[src/rtl/bp_pkg.sv]
// Package: shared types for the correlating branch predictor.
// Assumes: nothing; holds only encodings that several modules use.
package bp_pkg;

    // Direction of a branch, used for both predictions and outcomes.
    typedef enum logic {
        DIR_NOT_TAKEN = 1'b0,
        DIR_TAKEN     = 1'b1
    } dir_e;

endpackage

[src/rtl/bp_global_history.sv]
// Module: bp_global_history
// Holds the outcomes of the last HIST_BITS resolved branches. The newest
// outcome is in bit 0. A restore load takes priority over a shift in the
// same cycle.
// Assumes: HIST_BITS >= 1; load_val is valid whenever load_en is high.
module bp_global_history #(
    parameter int HIST_BITS = 2
) (
    input  logic                 clk,
    input  logic                 rst_n,
    input  logic                 shift_en,
    input  logic                 shift_bit,
    input  logic                 load_en,
    input  logic [HIST_BITS-1:0] load_val,
    output logic [HIST_BITS-1:0] hist_q
);

    logic [HIST_BITS-1:0] shifted;

    // Next history after a shift; a one-bit history is just the outcome.
    generate
        if (HIST_BITS == 1) begin : g_single
            always_comb shifted = shift_bit;
        end else begin : g_multi
            always_comb shifted = {hist_q[HIST_BITS-2:0], shift_bit};
        end
    endgenerate

    // History register: clear on reset, restore first, else shift on update.
    always_ff @(posedge clk) begin
        if (!rst_n) begin
            hist_q <= '0;
        end else if (load_en) begin
            hist_q <= load_val;
        end else if (shift_en) begin
            hist_q <= shifted;
        end
    end

    // an update without restore shifts the outcome into bit 0.
    p_hist_shift_r6: assert property (@(posedge clk) disable iff (!rst_n)
        (shift_en && !load_en) |=>
            hist_q == HIST_BITS'({$past(hist_q), $past(shift_bit)}));

    // with no update and no restore, the history holds.
    p_hist_hold_r6: assert property (@(posedge clk) disable iff (!rst_n)
        (!shift_en && !load_en) |=> $stable(hist_q));

    // a restore loads the given value, even if an update comes with it.
    p_hist_restore_r9: assert property (@(posedge clk) disable iff (!rst_n)
        load_en |=> hist_q == $past(load_val));

endmodule

[src/rtl/bp_index_gen.sv]
// Module: bp_index_gen
// Builds the counter-table index from a PC and a history value. Word-address
// bits above the byte offset form the row; the history bits sit below them
// and select a counter inside the row.
// Assumes: instructions are word aligned; PC_WIDTH > PC_IDX_BITS + 2.
module bp_index_gen #(
    parameter int PC_WIDTH    = 32,
    parameter int PC_IDX_BITS = 8,
    parameter int HIST_BITS   = 2,
    localparam int IDX_BITS   = PC_IDX_BITS + HIST_BITS
) (
    input  logic [PC_WIDTH-1:0]  pc,
    input  logic [HIST_BITS-1:0] hist,
    output logic [IDX_BITS-1:0]  idx
);

    logic unused_pc_bits;

    // Concatenate the row bits and the history bits into one index.
    always_comb idx = {pc[PC_IDX_BITS+1:2], hist};

    // Byte-offset and high PC bits do not take part (no tags).
    always_comb unused_pc_bits = ^{pc[PC_WIDTH-1:PC_IDX_BITS+2], pc[1:0]};

endmodule

[src/rtl/bp_sat_next.sv]
// Module: bp_sat_next
// Next value of an n-bit saturating counter: one step up on taken, one step
// down on not taken, held at both ends.
// Assumes: CTR_BITS >= 1.
module bp_sat_next
    import bp_pkg::*;
#(
    parameter int CTR_BITS = 2
) (
    input  logic [CTR_BITS-1:0] cur,
    input  logic                taken,
    output logic [CTR_BITS-1:0] nxt
);

    localparam logic [CTR_BITS-1:0] CTR_MAX = '1;
    localparam logic [CTR_BITS-1:0] CTR_MIN = '0;
    localparam logic [CTR_BITS-1:0] CTR_ONE = CTR_BITS'(1);

    dir_e dir;

    // Decode the outcome into the shared direction type.
    always_comb dir = dir_e'(taken);

    // Saturating step in the direction of the outcome.
    always_comb begin
        nxt = cur;
        if (dir == DIR_TAKEN) begin
            if (cur != CTR_MAX) nxt = cur + CTR_ONE;
        end else begin
            if (cur != CTR_MIN) nxt = cur - CTR_ONE;
        end
    end

endmodule

[src/rtl/bp_counter_table.sv]
// Module: bp_counter_table
// Flop array of saturating counters with one combinational read port and one
// synchronous training port. A read of the entry being written in the same
// cycle returns the old value.
// Assumes: wr_idx and wr_taken are valid whenever wr_en is high.
module bp_counter_table #(
    parameter int IDX_BITS = 10,
    parameter int CTR_BITS = 2,
    localparam int DEPTH   = 1 << IDX_BITS
) (
    input  logic                clk,
    input  logic                rst_n,
    input  logic [IDX_BITS-1:0] rd_idx,
    output logic [CTR_BITS-1:0] rd_ctr,
    input  logic                wr_en,
    input  logic [IDX_BITS-1:0] wr_idx,
    input  logic                wr_taken
);

    localparam logic [CTR_BITS-1:0] CTR_MAX  = '1;
    localparam logic [CTR_BITS-1:0] CTR_ONE  = CTR_BITS'(1);
    // Weakly not taken: one below the taken threshold.
    localparam logic [CTR_BITS-1:0] CTR_INIT = CTR_BITS'((1 << (CTR_BITS - 1)) - 1);

    logic [CTR_BITS-1:0] ctr_q [DEPTH];
    logic [CTR_BITS-1:0] wr_old;
    logic [CTR_BITS-1:0] wr_nxt;

    // Read port: current contents, never the value being written.
    always_comb rd_ctr = ctr_q[rd_idx];

    // Old value of the entry being trained.
    always_comb wr_old = ctr_q[wr_idx];

    bp_sat_next #(
        .CTR_BITS (CTR_BITS)
    ) u_step (
        .cur   (wr_old),
        .taken (wr_taken),
        .nxt   (wr_nxt)
    );

    // Counter storage: weakly-not-taken on reset, one entry trained per update.
    always_ff @(posedge clk) begin
        if (!rst_n) begin
            for (int i = 0; i < DEPTH; i++) begin
                ctr_q[i] <= CTR_INIT;
            end
        end else if (wr_en) begin
            ctr_q[wr_idx] <= wr_nxt;
        end
    end

    // a taken update below the top moves the entry up by one.
    p_ctr_inc_r3: assert property (@(posedge clk) disable iff (!rst_n)
        (wr_en && wr_taken && wr_old != CTR_MAX) |=>
            ctr_q[$past(wr_idx)] == $past(wr_old) + CTR_ONE);

    // a taken update at the top leaves the entry at the top.
    p_ctr_sat_r3: assert property (@(posedge clk) disable iff (!rst_n)
        (wr_en && wr_taken && wr_old == CTR_MAX) |=>
            ctr_q[$past(wr_idx)] == CTR_MAX);

    // a not-taken update above zero moves the entry down by one.
    p_ctr_dec_r4: assert property (@(posedge clk) disable iff (!rst_n)
        (wr_en && !wr_taken && wr_old != '0) |=>
            ctr_q[$past(wr_idx)] == $past(wr_old) - CTR_ONE);

    // a not-taken update at zero leaves the entry at zero.
    p_ctr_floor_r4: assert property (@(posedge clk) disable iff (!rst_n)
        (wr_en && !wr_taken && wr_old == '0) |=>
            ctr_q[$past(wr_idx)] == '0);

    // without a write, re-reading the same index returns the same value.
    p_read_hold_r8: assert property (@(posedge clk) disable iff (!rst_n)
        !wr_en |=> (rd_idx != $past(rd_idx) || rd_ctr == $past(rd_ctr)));

endmodule

[src/rtl/corr_branch_predictor.sv]
// Module: corr_branch_predictor
// Two-level (m,n) branch predictor. The global history of the last m
// outcomes selects one of 2^m n-bit counters in the row picked by the
// low word-address bits of the PC. The lookup is combinational. Training
// and the history shift take effect on the next rising edge.
// Assumes: word-aligned PCs; the caller returns the lk_hist value it saw at
// prediction time as up_hist when the branch resolves.
module corr_branch_predictor #(
    parameter int PC_WIDTH    = 32,
    parameter int PC_IDX_BITS = 8,
    parameter int HIST_BITS   = 2,
    parameter int CTR_BITS    = 2
) (
    input  logic                 clk,
    input  logic                 rst_n,
    input  logic [PC_WIDTH-1:0]  lk_pc,
    output logic                 lk_taken,
    output logic [HIST_BITS-1:0] lk_hist,
    input  logic                 up_valid,
    input  logic [PC_WIDTH-1:0]  up_pc,
    input  logic                 up_taken,
    input  logic [HIST_BITS-1:0] up_hist,
    input  logic                 hr_valid,
    input  logic [HIST_BITS-1:0] hr_hist
);

    localparam int IDX_BITS = PC_IDX_BITS + HIST_BITS;

    logic [HIST_BITS-1:0] hist_q;
    logic [IDX_BITS-1:0]  lk_idx;
    logic [IDX_BITS-1:0]  up_idx;
    logic [CTR_BITS-1:0]  lk_ctr;

    bp_global_history #(
        .HIST_BITS (HIST_BITS)
    ) u_hist (
        .clk       (clk),
        .rst_n     (rst_n),
        .shift_en  (up_valid),
        .shift_bit (up_taken),
        .load_en   (hr_valid),
        .load_val  (hr_hist),
        .hist_q    (hist_q)
    );

    // Lookup uses the live history; update uses the snapshot it carries.
    bp_index_gen #(
        .PC_WIDTH    (PC_WIDTH),
        .PC_IDX_BITS (PC_IDX_BITS),
        .HIST_BITS   (HIST_BITS)
    ) u_lk_idx (
        .pc   (lk_pc),
        .hist (hist_q),
        .idx  (lk_idx)
    );

    bp_index_gen #(
        .PC_WIDTH    (PC_WIDTH),
        .PC_IDX_BITS (PC_IDX_BITS),
        .HIST_BITS   (HIST_BITS)
    ) u_up_idx (
        .pc   (up_pc),
        .hist (up_hist),
        .idx  (up_idx)
    );

    bp_counter_table #(
        .IDX_BITS (IDX_BITS),
        .CTR_BITS (CTR_BITS)
    ) u_table (
        .clk      (clk),
        .rst_n    (rst_n),
        .rd_idx   (lk_idx),
        .rd_ctr   (lk_ctr),
        .wr_en    (up_valid),
        .wr_idx   (up_idx),
        .wr_taken (up_taken)
    );

    // Taken when the counter is in its upper half: its top bit is set.
    always_comb lk_taken = lk_ctr[CTR_BITS-1];

    // History is visible so fetch can keep it with the branch.
    always_comb lk_hist = hist_q;

    // with no update or restore, the same PC keeps the same prediction.
    p_pred_hold_r5: assert property (@(posedge clk) disable iff (!rst_n)
        (!up_valid && !hr_valid) |=>
            (lk_pc != $past(lk_pc) || lk_taken == $past(lk_taken)));

endmodule

[config.mk]
export PLATFORM = sky130hd
export DESIGN_NAME = corr_branch_predictor
export DESIGN_NICKNAME = d
export VERILOG_FILES = /design/src/rtl/bp_pkg.sv /design/src/rtl/bp_global_history.sv /design/src/rtl/bp_index_gen.sv /design/src/rtl/bp_sat_next.sv /design/src/rtl/bp_counter_table.sv /design/src/rtl/corr_branch_predictor.sv
export SDC_FILE = /design/constraint.sdc
export NUM_CORES = 2
export LEC_CHECK = 0
export ABC_AREA = 1
export BUFFER_PORTS_ARGS = -buffer_cell sky130_fd_sc_hd__buf_2
export CAP_MARGIN = 20
export CELL_PAD_IN_SITES_DETAIL_PLACEMENT = 1
export CELL_PAD_IN_SITES_GLOBAL_PLACEMENT = 1
export CORE_UTILIZATION = 45
export DETAILED_ROUTE_END_ITERATION = 8
export HOLD_SLACK_MARGIN = 0.12
export MAX_ROUTING_LAYER = met4
export PLACE_DENSITY_LB_ADDON = 0.3
export SLEW_MARGIN = 20
export SYNTH_ARGS = -nofsm -noshare
export SYNTH_HDL_FRONTEND = slang
export SYNTH_SLANG_ARGS = --single-unit
[constraint.sdc]
create_clock -name clk -period 3.5 [get_ports clk]
set_input_delay 0.175 -clock clk [delete_from_list [all_inputs] [get_ports clk]]
set_output_delay 0.175 -clock clk [all_outputs]
set_load 0.02 [all_outputs]
# == After elaboration in Yosys (flattened, before gate mapping) ==
# Memories as Yosys holds them, arrays and structs flattened.
# Index checks and enable logic that the tools add are counted.
# word_totals
out_inout_bits,3
regBits,2
n_memories,1
ramBits,2048
# op_classes
muxes,12
n_addsub,2
eq_ne,1
reduce_logical,3
# mem_list
memory,words,word_bits,read_ports,rd_clocked_by_memory_dff,wr,line_no,rtl
u_table.ctr_q,1024,2,2,0,1024,bp_counter_table.sv:25,logic [CTR_BITS-1:0] ctr_q [DEPTH];
# ops
cell,count
2-to-1 mux 2 bit,6
2-to-1 mux 10 bit,1
2-to-1 mux 1 bit,5
nonzero test 2 bit,2
"adder 2 x 1 -> 2 bit, second input constant",1
"inequality test 2 bit, second input constant",1
OR reduction 2 bit,1
"subtractor 2 x 1 -> 2 bit, second input constant",1

# == Depth between registers and ports, before layout ==
# depth
ltp_word,5
ltp_mapped,25
ltp_nobuf,19

# == Hierarchy ==
# Synthesis repeated with hierarchy kept, for this count alone.
# unflattened
cells_unflattened,14521
hier_area_um2,116711.9
# modules_own_cells
mod,area_each_um2,seq_area_each_um2,instances,cells_per_inst
bp_counter_table,116436.7,61499.0,1,14479
bp_index_gen,75.1,0.0,2,10
bp_global_history,100.1,40.0,1,16
bp_sat_next,25.0,0.0,1,6

# == Worst setup path before layout ==
# Ideal clock, no wire load.
# synth_timing
path_type,register to output
startpoint,reg u_hist.hist_q[0]
endpoint,out lk_taken
arrival_ns,2.840
stages_incl_launch_ff,17
n_path_buf,4
slack_ns,0.485
path_cell_list,dfxtp_1 > clkbuf_1 > clkbuf_1 > clkbuf_1 > clkbuf_1 > nor2_1 > o22ai_1 > nand2_1 > nand3_1 > nand3_1 > nand3_1 > nand3_1 > nand2_1 > nand2_1 > nand3_1 > nand2_1 > o21ai_0
# synth_between
elab_chain_len,1
# synth_rtl
item,line_no,rtl
"start, declared",bp_global_history.sv:15,output logic [HIST_BITS-1:0] hist_q
"start signal, assigned",bp_global_history.sv:34,hist_q <= load_val;
"start signal, assigned",bp_global_history.sv:36,hist_q <= shifted;
memory read (1024 x 2 bit),--,
"end, declared",corr_branch_predictor.sv:17,"output logic lk_taken,"
# No other way between the ends.

# == Final worst setup path ==
# Same ends and word-level chain as after synthesis.

==> flow_metrics.env <==
export IMPL_die_area_um2=256000
export IMPL_layout_min_cycle_time_ps=3940
export IMPL_total_power_w=0.0635
export IMPL_rsz0062_at_grt="yes"
export IMPL_fin_cells=18400
export IMPL_drv_cap=0
export IMPL_die_h_um=506
export IMPL_violations="negative setup slack"
export IMPL_setup_viol=121
export IMPL_drv_slew=0
export IMPL_cts_sinks=2050
export IMPL_yosys_most_used_dff="edfxtp_1"
export IMPL_tightest_slew_ps=1220
export IMPL_antenna_found_initial=38
export IMPL_cp_arrival_ps=3770
export IMPL_r2r_end="u_table.ctr_q[390][1]$_SDFFCE_PN0P_"
export IMPL_ant_nets=0
export IMPL_cts_max_level=4
export IMPL_finalCritPeriodShare=1.13
export IMPL_min_from="up_hist[1]"
export IMPL_synth_cells=14900
export IMPL_firstDrtPassIters=9
export IMPL_yosys_warnings=0
export IMPL_synth_avg_cell_area_um2=7.70
export IMPL_fp_dieW_um=506
export IMPL_crit_type="flip-flop to output port"
export IMPL_hold_viol=0
export IMPL_syn_cell_area_um2=115000
export IMPL_yosys_register_bits=2050
export IMPL_track_usage=0.419
export IMPL_ys_top_cells_by_area="edfxtp_1, nand2_1, nor2_1, nand3_1, inv_1"
export IMPL_clockBufferDepth=3
export IMPL_drc_errors=0
export IMPL_ys_seq_area_frac=0.537
export IMPL_pwr_share_seq=0.435
export IMPL_powerDensity_nw_per_um2=474
export IMPL_dr_total_vias=115000
export IMPL_cts_made_buffers=229
export IMPL_max_slew_margin_rel=0.188
export IMPL_routed_wl_mm=540
export IMPL_endpoint_kind="output port"
export IMPL_worstHoldPathCells=7
export IMPL_status="finished, violations left"
export IMPL_hold_end="u_table.ctr_q[375][0]$_SDFFCE_PN1P_"
export IMPL_p_clk_frac=0.388
export IMPL_grt_pass1_wl_mm=766
export IMPL_final_common_cell="nand2_1"
export IMPL_pre_cts_ws_ps=-516
export IMPL_wl_per_cell_um=29.3
export IMPL_irDropWorstVdd_uv=544
export IMPL_start_util=0.454
export IMPL_synth_nets=14900
export IMPL_floorplan_io_pins=76
export IMPL_p_sw_frac=0.298
export IMPL_fmax_ghz=0.254
export IMPL_drive_above_1_share=0.0923
export IMPL_clock_latency_ps=930
export IMPL_drt_iter0_drc=16000
export IMPL_clk_pin_slew_ps=60
export IMPL_startpoint_type="flip-flop"
export IMPL_overflow=0
export IMPL_r2r_cells=21
export IMPL_power_switching_w=0.0189
export IMPL_rrSetupSlack_ps=-40
export IMPL_worstPathMaxFanout=7
export IMPL_synth_top_cell_by_area="edfxtp_1"
export IMPL_fin_hold_ws_ps=212
export IMPL_synth_top_area_share=0.537
export IMPL_synth_edf_count=2048
export IMPL_power_leakage_nw=48.8
export IMPL_share_comb_of_total_power=0.177
export IMPL_grt_pass1_vias=118000
export IMPL_nNetsFinal=14900
export IMPL_viasPerCell=6.25
export IMPL_clockRootBuffer="clkbuf_16"
export IMPL_grt_max_degree=139
export IMPL_clock_skew_ps=39.0
export IMPL_layout_common_cells="nand2_1, nor2_1, edfxtp_1"
export IMPL_syn2layout_area_growth_pct=17.1
export IMPL_worstPathRequired_ps=3320
export IMPL_gp_congestion=0.941
export IMPL_coreArea_um2=252000
export IMPL_rr_startpoint="u_table.ctr_q[283][0]$_SDFFCE_PN1P_"
export IMPL_ys_types=26
export IMPL_rows=184
export IMPL_postLayoutSetupSlackWorst_ps=-442
export IMPL_dp_hpwl_mm=323
export IMPL_io_buffers=27
export IMPL_cts_tree="built"
export IMPL_power_internal_w=0.0446
export IMPL_placedCellCount=17800
export IMPL_min_path_type="primary input to flip-flop"
export IMPL_synthArstFlopShare=0
-- metrics by stage --
step / instance area [um2] / setup TNS (ps) / utilization
floorplan: 115000 / 0 / -
global placement: 123000 / -863560 / 0.488
detailed placement: 123000 / -825170 / 0.488
CTS: 133000 / -349 / 0.526
global route: 134000 / -1260 / 0.532
finish: 134000 / -2150 / 0.532
-- sequential cells by signal (all words and copies together) (netlist names) --
register,cells
u_hist.hist_q,2
u_table.ctr_q,2048
-- layout make-up --
cell class                      count  area, um2
Timing Repair inverter              4       40.0
Clock inverter                    130       1340
Clock buffer                      286       5990
Inverter                         1355       5170
Tap cell                         3348       4190
Timing Repair Buffer              923      12200
Sequential cell                  2050      61500
Fill cell                       30100     118000
Multi-Input combinational cell  10300      43500
Antenna cell                       50        125
-- critical path, cell delays in order, from the launching register on --
cell and delay, ps:
dfxtp_4 370, buf_12 180, inv_16 80, buf_12 150, buf_12 130, buf_16 150, buf_4 130, nor2_1 40
o22ai_1 200, nand2_1 100, nand3_1 170, nand3_4 120, nand3_4 120, nand3_4 160, nand2_4 120, nand2_1 50
nand3_1 70, nand2_1 70, o21ai_2 130, buf_6 160, buf_6 120
-- synthesized netlist by cell type (11+ instances only) --
cell      count
a22oi_1      48
buf_2       321
buf_4        56
nand2_1    4720
o21ai_1     137
buf_6        11
clkbuf_1    696
nand3_1    1445
clkinv_1     17
inv_2        11
edfxtp_1   2048
buf_1       106
o22ai_1     167
nand4_1     149
o21ai_0     657
a21oi_1     287
inv_1      1326
nor2_1     2645
-- per-layer routing --
metal / part of all wire / vias to the layer above / global-route usage / routed length (um)
li1: - / 48000 / - / -
met1: 0.34 / 57000 / 0.485 / 186000
met2: 0.45 / 7905 / 0.638 / 242000
met3: 0.12 / 2276 / 0.101 / 67300
met4: 0.083 / 0 / 0.301 / 45000
met5: 0 / - / - / 0
-- logic make-up after synthesis --
group	after synthesis	share of synthesized area
simple gates	8970	0.313
flops	2050	0.537
compound gates	1301	0.0598
buf+inv	2545	0.0895
-- timing repair --
| item | CTS | global route |
|---|---|---|
| setup buffers | 44 | 21 |
| endpoints found under the setup margin | 959 | 1988 |
| hold endpoints to repair | 101 | 0 |
| gates resized for setup | 164 | 86 |
| hold buffers | 9 | 0 |
| cloned | 34 | 26 |
| pin swaps | 29 | 35 |
-- how the worst max path moves through the flow --
stage,start,endpoint,slack [ps]
final,u_hist.hist_q[0]$_SDFFE_PN0P_,lk_taken,-440
after CTS,u_hist.hist_q[0]$_SDFFE_PN0P_,lk_taken,-350
after global placement,up_hist[0],u_table.ctr_q[929][1]$_SDFFCE_PN0P_,-560
after detailed placement,up_hist[0],u_table.ctr_q[942][1]$_SDFFCE_PN0P_,-520
after global routing,u_hist.hist_q[0]$_SDFFE_PN0P_,lk_taken,-510
after floorplan,u_hist.hist_q[0]$_SDFFE_PN0P_,lk_taken,490
-- power groups by stage --
stage / clock network, W / registers [W] / logic (W)
after floorplan: 0 / 0.0280 / 0.00507
after global placement: 0 / 0.0281 / 0.00927
after detailed placement: 0 / 0.0281 / 0.00953
after CTS: 0.0245 / 0.0276 / 0.0102
after global routing: 0.0253 / 0.0277 / 0.0115
final: 0.0246 / 0.0276 / 0.0112
No activity file was read; power rests on OpenSTA's default activity.
